$ cat src/rtl/mgw_pkg.sv
package mgw_pkg;

    localparam int REG_W     = 32;
    localparam int CODE_W    = 8;
    localparam int CNT_W     = CODE_W + 1;
    localparam int FRAME_LEN = 64;
    localparam int PRE_LEN   = 32;
    localparam int TA_POS    = 46;
    localparam int DAT_POS   = 48;
    localparam int RD_W      = 16;

    localparam logic [1:0] OP_WR = 2'b01;
    localparam logic [1:0] OP_RD = 2'b10;

    typedef struct packed {
        logic        spare_hi;
        logic        busy;
        logic        spare_mid;
        logic        st;
        logic [1:0]  op;
        logic [4:0]  phy;
        logic [4:0]  regad;
        logic [15:0] data;
    } gw_t;

    typedef struct packed {
        logic [7:0] out_off;
        logic [7:0] in_off;
        logic [7:0] period;
        logic [2:0] spare_b;
        logic       full_drive;
        logic       spare_a;
        logic       io_3v3;
        logic [1:0] mode;
    } cfg_t;

    function automatic logic [FRAME_LEN-1:0] build_frame(input gw_t c);
        logic [1:0] ta;
        ta = (c.op == OP_RD) ? 2'b11 : 2'b10;
        return {{PRE_LEN{1'b1}}, 2'b01, c.op, c.phy, c.regad, ta, c.data};
    endfunction

endpackage

$ cat src/rtl/mgw_mdc_gen.sv
module mgw_mdc_gen
    import mgw_pkg::*;
(
    input  logic              clk,
    input  logic              rst,
    input  logic              active,
    input  logic [CODE_W-1:0] period_code,
    input  logic [CODE_W-1:0] in_off,
    input  logic [CODE_W-1:0] out_off,
    output logic              mdc,
    output logic              drive_stb,
    output logic              sample_stb,
    output logic              period_end
);

    logic [CNT_W-1:0] cnt, top_q, half_q, in_q, out_q;
    logic [CNT_W-1:0] top_n, in_ext, out_ext;

    always_comb begin
        top_n   = {period_code, 1'b1};
        in_ext  = {1'b0, in_off};
        out_ext = {1'b0, out_off};
    end

    always_ff @(posedge clk) begin
        if (rst) begin
            cnt    <= '0;
            top_q  <= '0;
            half_q <= '0;
            in_q   <= '0;
            out_q  <= '0;
        end else if (!active) begin
            cnt    <= '0;
            top_q  <= top_n;
            half_q <= {1'b0, period_code} + CNT_W'(1);
            in_q   <= (in_ext > top_n) ? '0 : in_ext;
            out_q  <= (out_ext > top_n) ? '0 : out_ext;
        end else begin
            cnt <= (cnt == top_q) ? '0 : cnt + CNT_W'(1);
        end
    end

    always_comb begin
        mdc        = active && (cnt >= half_q);
        drive_stb  = active && (cnt == out_q);
        sample_stb = active && (cnt == in_q);
        period_end = active && (cnt == top_q);
    end

    assert_cnt_range_R3: assert property (@(posedge clk) disable iff (rst)
        active |-> (cnt <= top_q));

    assert_shadow_hold_R11: assert property (@(posedge clk) disable iff (rst)
        (active && $past(active)) |-> ($stable(top_q) && $stable(in_q) && $stable(out_q)));

endmodule

$ cat src/rtl/mgw_framer.sv
module mgw_framer
    import mgw_pkg::*;
(
    input  logic            clk,
    input  logic            rst,
    input  logic            start,
    input  logic            abort,
    input  gw_t             cmd,
    input  logic            drive_stb,
    input  logic            sample_stb,
    input  logic            period_end,
    input  logic            mdio_i,
    output logic            active,
    output logic            mdio_o,
    output logic            mdio_oe,
    output logic            done,
    output logic [RD_W-1:0] rd_data
);

    localparam int IDX_W = $clog2(FRAME_LEN);
    localparam logic [IDX_W-1:0] TA_IDX   = IDX_W'(TA_POS);
    localparam logic [IDX_W-1:0] DAT_IDX  = IDX_W'(DAT_POS);
    localparam logic [IDX_W-1:0] LAST_IDX = IDX_W'(FRAME_LEN - 1);

    logic [IDX_W-1:0]     idx;
    logic [FRAME_LEN-1:0] frame_sh;
    logic                 is_rd;

    always_ff @(posedge clk) begin
        if (rst) begin
            active   <= 1'b0;
            idx      <= '0;
            frame_sh <= '0;
            is_rd    <= 1'b0;
            mdio_o   <= 1'b0;
            mdio_oe  <= 1'b0;
            done     <= 1'b0;
            rd_data  <= '0;
        end else begin
            done <= 1'b0;
            if (abort) begin
                active  <= 1'b0;
                mdio_oe <= 1'b0;
                mdio_o  <= 1'b0;
            end else if (start) begin
                active   <= 1'b1;
                idx      <= '0;
                frame_sh <= build_frame(cmd);
                is_rd    <= (cmd.op == OP_RD);
                rd_data  <= '0;
            end else if (active) begin
                if (drive_stb) begin
                    mdio_o   <= frame_sh[FRAME_LEN-1];
                    frame_sh <= {frame_sh[FRAME_LEN-2:0], 1'b0};
                    mdio_oe  <= !(is_rd && (idx >= TA_IDX));
                end
                if (sample_stb && is_rd && (idx >= DAT_IDX))
                    rd_data <= {rd_data[RD_W-2:0], mdio_i};
                if (period_end) begin
                    if (idx == LAST_IDX) begin
                        active  <= 1'b0;
                        done    <= 1'b1;
                        mdio_oe <= 1'b0;
                        mdio_o  <= 1'b0;
                    end else begin
                        idx <= idx + IDX_W'(1);
                    end
                end
            end
        end
    end

    assert_abort_quiet_R8: assert property (@(posedge clk) disable iff (rst)
        abort |=> (!active && !mdio_oe));

    assert_read_release_R5: assert property (@(posedge clk) disable iff (rst)
        (active && is_rd && (idx > TA_IDX)) |-> !mdio_oe);

endmodule

$ cat src/rtl/mdio_gateway.sv
module mdio_gateway
    import mgw_pkg::*;
#(
    parameter int ADDR_W = 4
) (
    input  logic              clk,
    input  logic              rst,
    input  logic              reg_valid,
    input  logic              reg_write,
    input  logic [ADDR_W-1:0] reg_addr,
    input  logic [REG_W-1:0]  reg_wdata,
    output logic [REG_W-1:0]  reg_rdata,
    output logic              reg_rvalid,
    output logic              mdc,
    output logic              mdio_o,
    output logic              mdio_oe,
    input  logic              mdio_i
);

    localparam logic [ADDR_W-1:0] GW_OFF  = ADDR_W'(0);
    localparam logic [ADDR_W-1:0] CFG_OFF = ADDR_W'(4);

    gw_t  gw_q;
    cfg_t cfg_q;
    logic locked_q;

    logic wr_gw, wr_cfg, wr_zero, start, abort;
    logic fr_active, fr_done;
    logic [RD_W-1:0] fr_rd;
    logic drive_stb, sample_stb, period_end;

    always_comb begin
        wr_gw   = reg_valid && reg_write && (reg_addr == GW_OFF);
        wr_cfg  = reg_valid && reg_write && (reg_addr == CFG_OFF);
        wr_zero = (reg_wdata == '0);
        abort   = wr_gw && wr_zero;
        start   = wr_gw && !wr_zero && !gw_q.busy && !locked_q && reg_wdata[30];
    end

    always_ff @(posedge clk) begin
        if (rst) begin
            gw_q       <= '0;
            cfg_q      <= '0;
            locked_q   <= 1'b0;
            reg_rdata  <= '0;
            reg_rvalid <= 1'b0;
        end else begin
            reg_rvalid <= reg_valid && !reg_write;
            if (reg_valid && !reg_write) begin
                if (reg_addr == GW_OFF)       reg_rdata <= gw_q;
                else if (reg_addr == CFG_OFF) reg_rdata <= cfg_q;
                else                          reg_rdata <= '0;
            end
            if (fr_done) begin
                gw_q.busy <= 1'b0;
                locked_q  <= 1'b1;
                if (gw_q.op == OP_RD) gw_q.data <= fr_rd;
            end
            if (wr_gw) begin
                if (wr_zero) begin
                    gw_q     <= '0;
                    locked_q <= 1'b0;
                end else if (!gw_q.busy && !locked_q) begin
                    gw_q <= gw_t'(reg_wdata);
                end
            end
            if (wr_cfg) cfg_q <= cfg_t'(reg_wdata);
        end
    end

    mgw_mdc_gen u_mdc_gen (
        .clk         (clk),
        .rst         (rst),
        .active      (fr_active),
        .period_code (cfg_q.period),
        .in_off      (cfg_q.in_off),
        .out_off     (cfg_q.out_off),
        .mdc         (mdc),
        .drive_stb   (drive_stb),
        .sample_stb  (sample_stb),
        .period_end  (period_end)
    );

    mgw_framer u_framer (
        .clk         (clk),
        .rst         (rst),
        .start       (start),
        .abort       (abort),
        .cmd         (gw_t'(reg_wdata)),
        .drive_stb   (drive_stb),
        .sample_stb  (sample_stb),
        .period_end  (period_end),
        .mdio_i      (mdio_i),
        .active      (fr_active),
        .mdio_o      (mdio_o),
        .mdio_oe     (mdio_oe),
        .done        (fr_done),
        .rd_data     (fr_rd)
    );

    assert_lock_hold_R7: assert property (@(posedge clk) disable iff (rst)
        (wr_gw && !wr_zero && (gw_q.busy || locked_q) && !fr_done) |=> (gw_q == $past(gw_q)));

    assert_busy_clear_R7: assert property (@(posedge clk) disable iff (rst)
        (fr_done && !abort) |=> (!gw_q.busy && locked_q));

    assert_start_runs_R4: assert property (@(posedge clk) disable iff (rst)
        start |=> fr_active);

    assert_idle_mdc_R3: assert property (@(posedge clk) disable iff (rst)
        !gw_q.busy |-> !fr_active || fr_done || !mdc || $past(gw_q.busy));

endmodule

$ cat config.mk
export PLATFORM = sky130hd
export DESIGN_NAME = mdio_gateway
export DESIGN_NICKNAME = d
export VERILOG_FILES = /design/src/rtl/mgw_pkg.sv /design/src/rtl/mgw_mdc_gen.sv /design/src/rtl/mgw_framer.sv /design/src/rtl/mdio_gateway.sv
export SDC_FILE = /design/constraint.sdc
export NUM_CORES = 1
export LEC_CHECK = 0
export BUFFER_PORTS_ARGS = -buffer_cell sky130_fd_sc_hd__buf_2
export CORE_MARGIN = 5
export CORE_UTILIZATION = 55
export DETAILED_ROUTE_END_ITERATION = 8
export PLACE_DENSITY = 0.72
export SYNTH_ARGS = -nofsm -noshare
export SYNTH_HDL_FRONTEND = slang
export SYNTH_SLANG_ARGS = --single-unit
$ cat constraint.sdc
create_clock -name clk -period 3 [get_ports clk]
set_input_delay 0 -clock clk [delete_from_list [all_inputs] [get_ports clk]]
set_output_delay 0 -clock clk [all_outputs]
set_load 0.03 [all_outputs]
==> impl_metrics.yaml <==
timing:
  slew_headroom_pct: 28.52
  hold_violations: 0
  hold_slack_ns: 0.2057
  finalSetupTns_ns: 0
  fin_crit_sh_pct: 85.08
  rsz0062_at_grt: "no"
  drv_slew: 0
  max_freq_mhz: 391.8
  min_period_ns: 2.552
  skew_ns: 0.01819
  tightest_slew_ns: 1.072
  finalSetupViolCount: 0
global_routing:
  grt_util_met3_pct: 5.201
  busiest_layer: "met2"
  grt_start_max_net_pins: 76
  met2_usage_pct: 38.13
  grt_use_met1_pct: 37.01
  antenna_found_initial: 0
  grt_pass1_wl_um: 44930
  grt-ovfl-total: 0
  grt_pass1_vias: 8360
  grtUsageTotal_pct: 25.36
clock_network:
  worstSkewPairLatency_ns: 0.52
  htree_levels: 1
  cts.clk_slew.worst_paths_ns: 0.06
  post_cts_buffers: 0
  cts_root_buffer: "clkbuf_16"
  cts_tree: "done"
  clk_path_buf_depth: 3
  cts_inserted_buffers: 25
  cts_num_sinks: 232
cells_and_area:
  antenna_cells: 0
  drive_gt1_share_pct: 13.83
  fin_nets: 1318
  syn_to_final_growth_pct: 17.77
synthesis:
  syn_avg_cell_area_um2: 8.715
  syn_inst: 1166
  synthXorXnorAreaFrac_pct: 3.189
  synthFlopType: "dfxtp_1"
  ys_seq_elements: 232
  ys_warn_count: 0
  synthAdderAreaFrac_pct: 3.201
  synth_compound_area_share_pct: 16.26
  synth_mux_area_share_pct: 4.432
  ys_async_sr_fraction_pct: 0
  synth_edf_count: 0
  syn-num-nets: 1233
  syn_area_um2: 10160
  yosys.area_share.simple_pct: 22.36
  synth.yosys.seq_area_share_pct: 45.70
  yosysUniqueCellTypes: 48
  synth_top_family_by_area: "simple AND/OR/NAND/NOR gates"
worst_hold_path:
  hold_end: "cfg_q[14]"
  min_delay_path_depth: 5
  holdCritStartpoint: "reg_addr[2]"
  hold_class: "in -> reg"
worst_setup_path:
  r2r-end: "u_framer.frame_sh[3]"
  cp.required_ns: 3.41
  path_max_fanout: 60
  cp-end-kind: "flop"
  critPathLaunchType: "flop"
  critical_path_class: "reg -> reg"
  rr_worst_depth: 7
  reg2reg_from: "u_mdc_gen.cnt[5]"
  r2r_slack_ns: 0.45
  arrival_ns: 2.96
outcome:
  outcome: "finished, final reports clean"
floorplan:
  io_pins: 77
  dieArea_um2: 21300
  row_count: 49
  die_h_um: 145.9
  fp.dieW_um: 145.9
  floorplan.initialDensity_pct: 56.19
  core_area_um2: 18090
route:
  vias: 8874
  viasPerCell: 5.940
  wl_per_cell_um: 18.64
  drt-total-wl_um: 27850
  drc: 0
  drtIter0Drc: 730
  ant_nets: 0
  drt_first_pass_iters: 5
placement:
  io_buffers: 76
  gp_congestion: 0.8718
  hpwl_um: 18100
pwr:
  p_per_area_nw_per_um2: 540.6
  leakage_uw: 0.004539
  peakVddDrop_mv: 0.4056
flow_run:
  cap_viol_max_count: 0
==> placed cells by master (no fill, tap or decap), types with 7 or more instances in the layout <==
cell / instances
dfxtp_1: 232
nor2_1: 162
nand2_1: 134
buf_2: 75
a22oi_1: 63
a21oi_1: 49
dlygate4sd3_1: 49
nor3_1: 45
nor4_1: 45
a211oi_1: 40
nand2b_1: 36
mux2i_1: 27
buf_4: 27
ha_1: 26
clkbuf_16: 25
xor2_1: 23
inv_1: 21
nand3_1: 18
a311oi_1: 18
mux2_2: 16
a22o_1: 16
xnor2_1: 14
o21ai_0: 11
and3_1: 10
a311oi_2: 10
nand4_1: 9
clkbuf_1: 8
nor2b_1: 7
==> worst max-delay path by stage <==
| stage | start | endpoint | cells after the start |
|---|---|---|---|
| floorplan | cfg_q[9] | u_mdc_gen.in_q[0] | 8 |
| global placement | u_mdc_gen.cnt[3] | u_framer.frame_sh[12] | 7 |
| detailed placement | u_mdc_gen.cnt[5] | u_framer.frame_sh[7] | 7 |
| CTS | u_mdc_gen.cnt[5] | u_framer.frame_sh[3] | 7 |
| global route | u_mdc_gen.cnt[0] | u_framer.frame_sh[6] | 7 |
| finish | u_mdc_gen.cnt[5] | u_framer.frame_sh[3] | 7 |
==> state kept, by name (all words and copies together), names as in the netlist <==
signal             flops
u_mdc_gen.out_q        8
u_framer.mdio_o        1
locked_q               1
u_framer.mdio_oe       1
u_framer.done          1
u_mdc_gen.cnt          9
u_framer.frame_sh     64
u_mdc_gen.in_q         8
cfg_q                 32
u_framer.rd_data      16
u_framer.is_rd         1
reg_rdata             32
u_framer.idx           6
gw_q                  32
reg_rvalid             1
u_framer.active        1
u_mdc_gen.top_q        9
u_mdc_gen.half_q       9
==> layer usage <==
layer  vias to the layer above  part of all wire [%]
met5                         -                     0
met4                         0                   2.7
met3                        62                   7.2
met2                       324                    44
met1                      4186                    46
li1                       4302                     -
==> synthesized netlist by cell type (3+ instances only) <==
| library cell | number | area (um^2) |
|---|---|---|
| nor4_1 | 45 | 281.5 |
| o21a_1 | 3 | 22.52 |
| nand3b_1 | 3 | 22.52 |
| xor2_1 | 23 | 201.4 |
| nand3_1 | 18 | 90.09 |
| a311oi_1 | 18 | 157.7 |
| nand4_1 | 9 | 56.30 |
| nor3_1 | 45 | 225.2 |
| mux2i_1 | 27 | 270.3 |
| or3_1 | 4 | 25.02 |
| a21oi_1 | 49 | 245.2 |
| inv_1 | 21 | 78.83 |
| buf_1 | 3 | 11.26 |
| buf_4 | 5 | 37.54 |
| nand2b_1 | 36 | 225.2 |
| xnor2_1 | 14 | 122.6 |
| buf_2 | 19 | 95.09 |
| and3_1 | 10 | 62.56 |
| nand2_1 | 134 | 503.0 |
| clkbuf_1 | 69 | 259.0 |
| dfxtp_1 | 232 | 4644 |
| and2_1 | 4 | 25.02 |
| ha_1 | 26 | 325.3 |
| o21ai_0 | 12 | 60.06 |
| mux2_2 | 16 | 180.2 |
| nor2_1 | 162 | 608.1 |
| a22o_1 | 16 | 140.1 |
| nor2b_1 | 8 | 50.05 |
| a311oi_2 | 10 | 150.1 |
| a22oi_1 | 63 | 473.0 |
| a211oi_1 | 40 | 300.3 |
==> cells by family after synthesis <==
logic type,after synthesis
mux,43
simple gates,487
compound gates,223
fa+ha+maj,26
buf+inv,118
xor+xnor,37
flops,232
==> critical path, stage by stage, from the launching register on <==
cell,delay (ns)
dfxtp_1,0.53
xnor2_1,0.17
nand4_1,0.14
or3_1,0.46
a21oi_4,0.46
buf_12,0.32
nor2_1,0.08
a311oi_1,0.26
==> metrics by stage <==
step           worst slack, ns  std cells  total power, uW  utilization, %  area [um^2]
6_report                0.4476       1494             6470           66.17        11970
5_1_grt                 0.3051       1494             6669           66.17        11970
4_1_cts                 0.4929       1494             6511           66.17        11970
3_5_place_dp            0.5247       1404             3588           59.26        10720
3_3_place_gp            0.6168       1404             3583           59.26        10720
2_1_floorplan           0.8739       1166             3445               -        10160
==> power breakdown <==
part,switching [uW],leakage [uW],total [uW],internal (uW)
sequential,29.9,0.00188,3160,3130
clock,1190,0.000372,2900,1710
combinational,258,0.00229,407,149
total,1480,0.00454,6470,4990
==> final cells by class <==
cell class                      count  area [um^2]
Clock buffer                       37        710.7
Clock inverter                      4        48.80
Fill cell                        1453         6118
Inverter                           21        78.83
Multi-Input combinational cell    816         5059
Sequential cell                   232         4644
Tap cell                          229        286.5
Timing Repair Buffer              155         1140
==> timing repair <==
action / 4_1_cts / 5_1_grt
hold buffers: 49 / 0
gates resized for setup: 0 / 0
endpoints found under the hold margin: 122 / 0
Note: power is estimated with default switching activity, not from simulation.
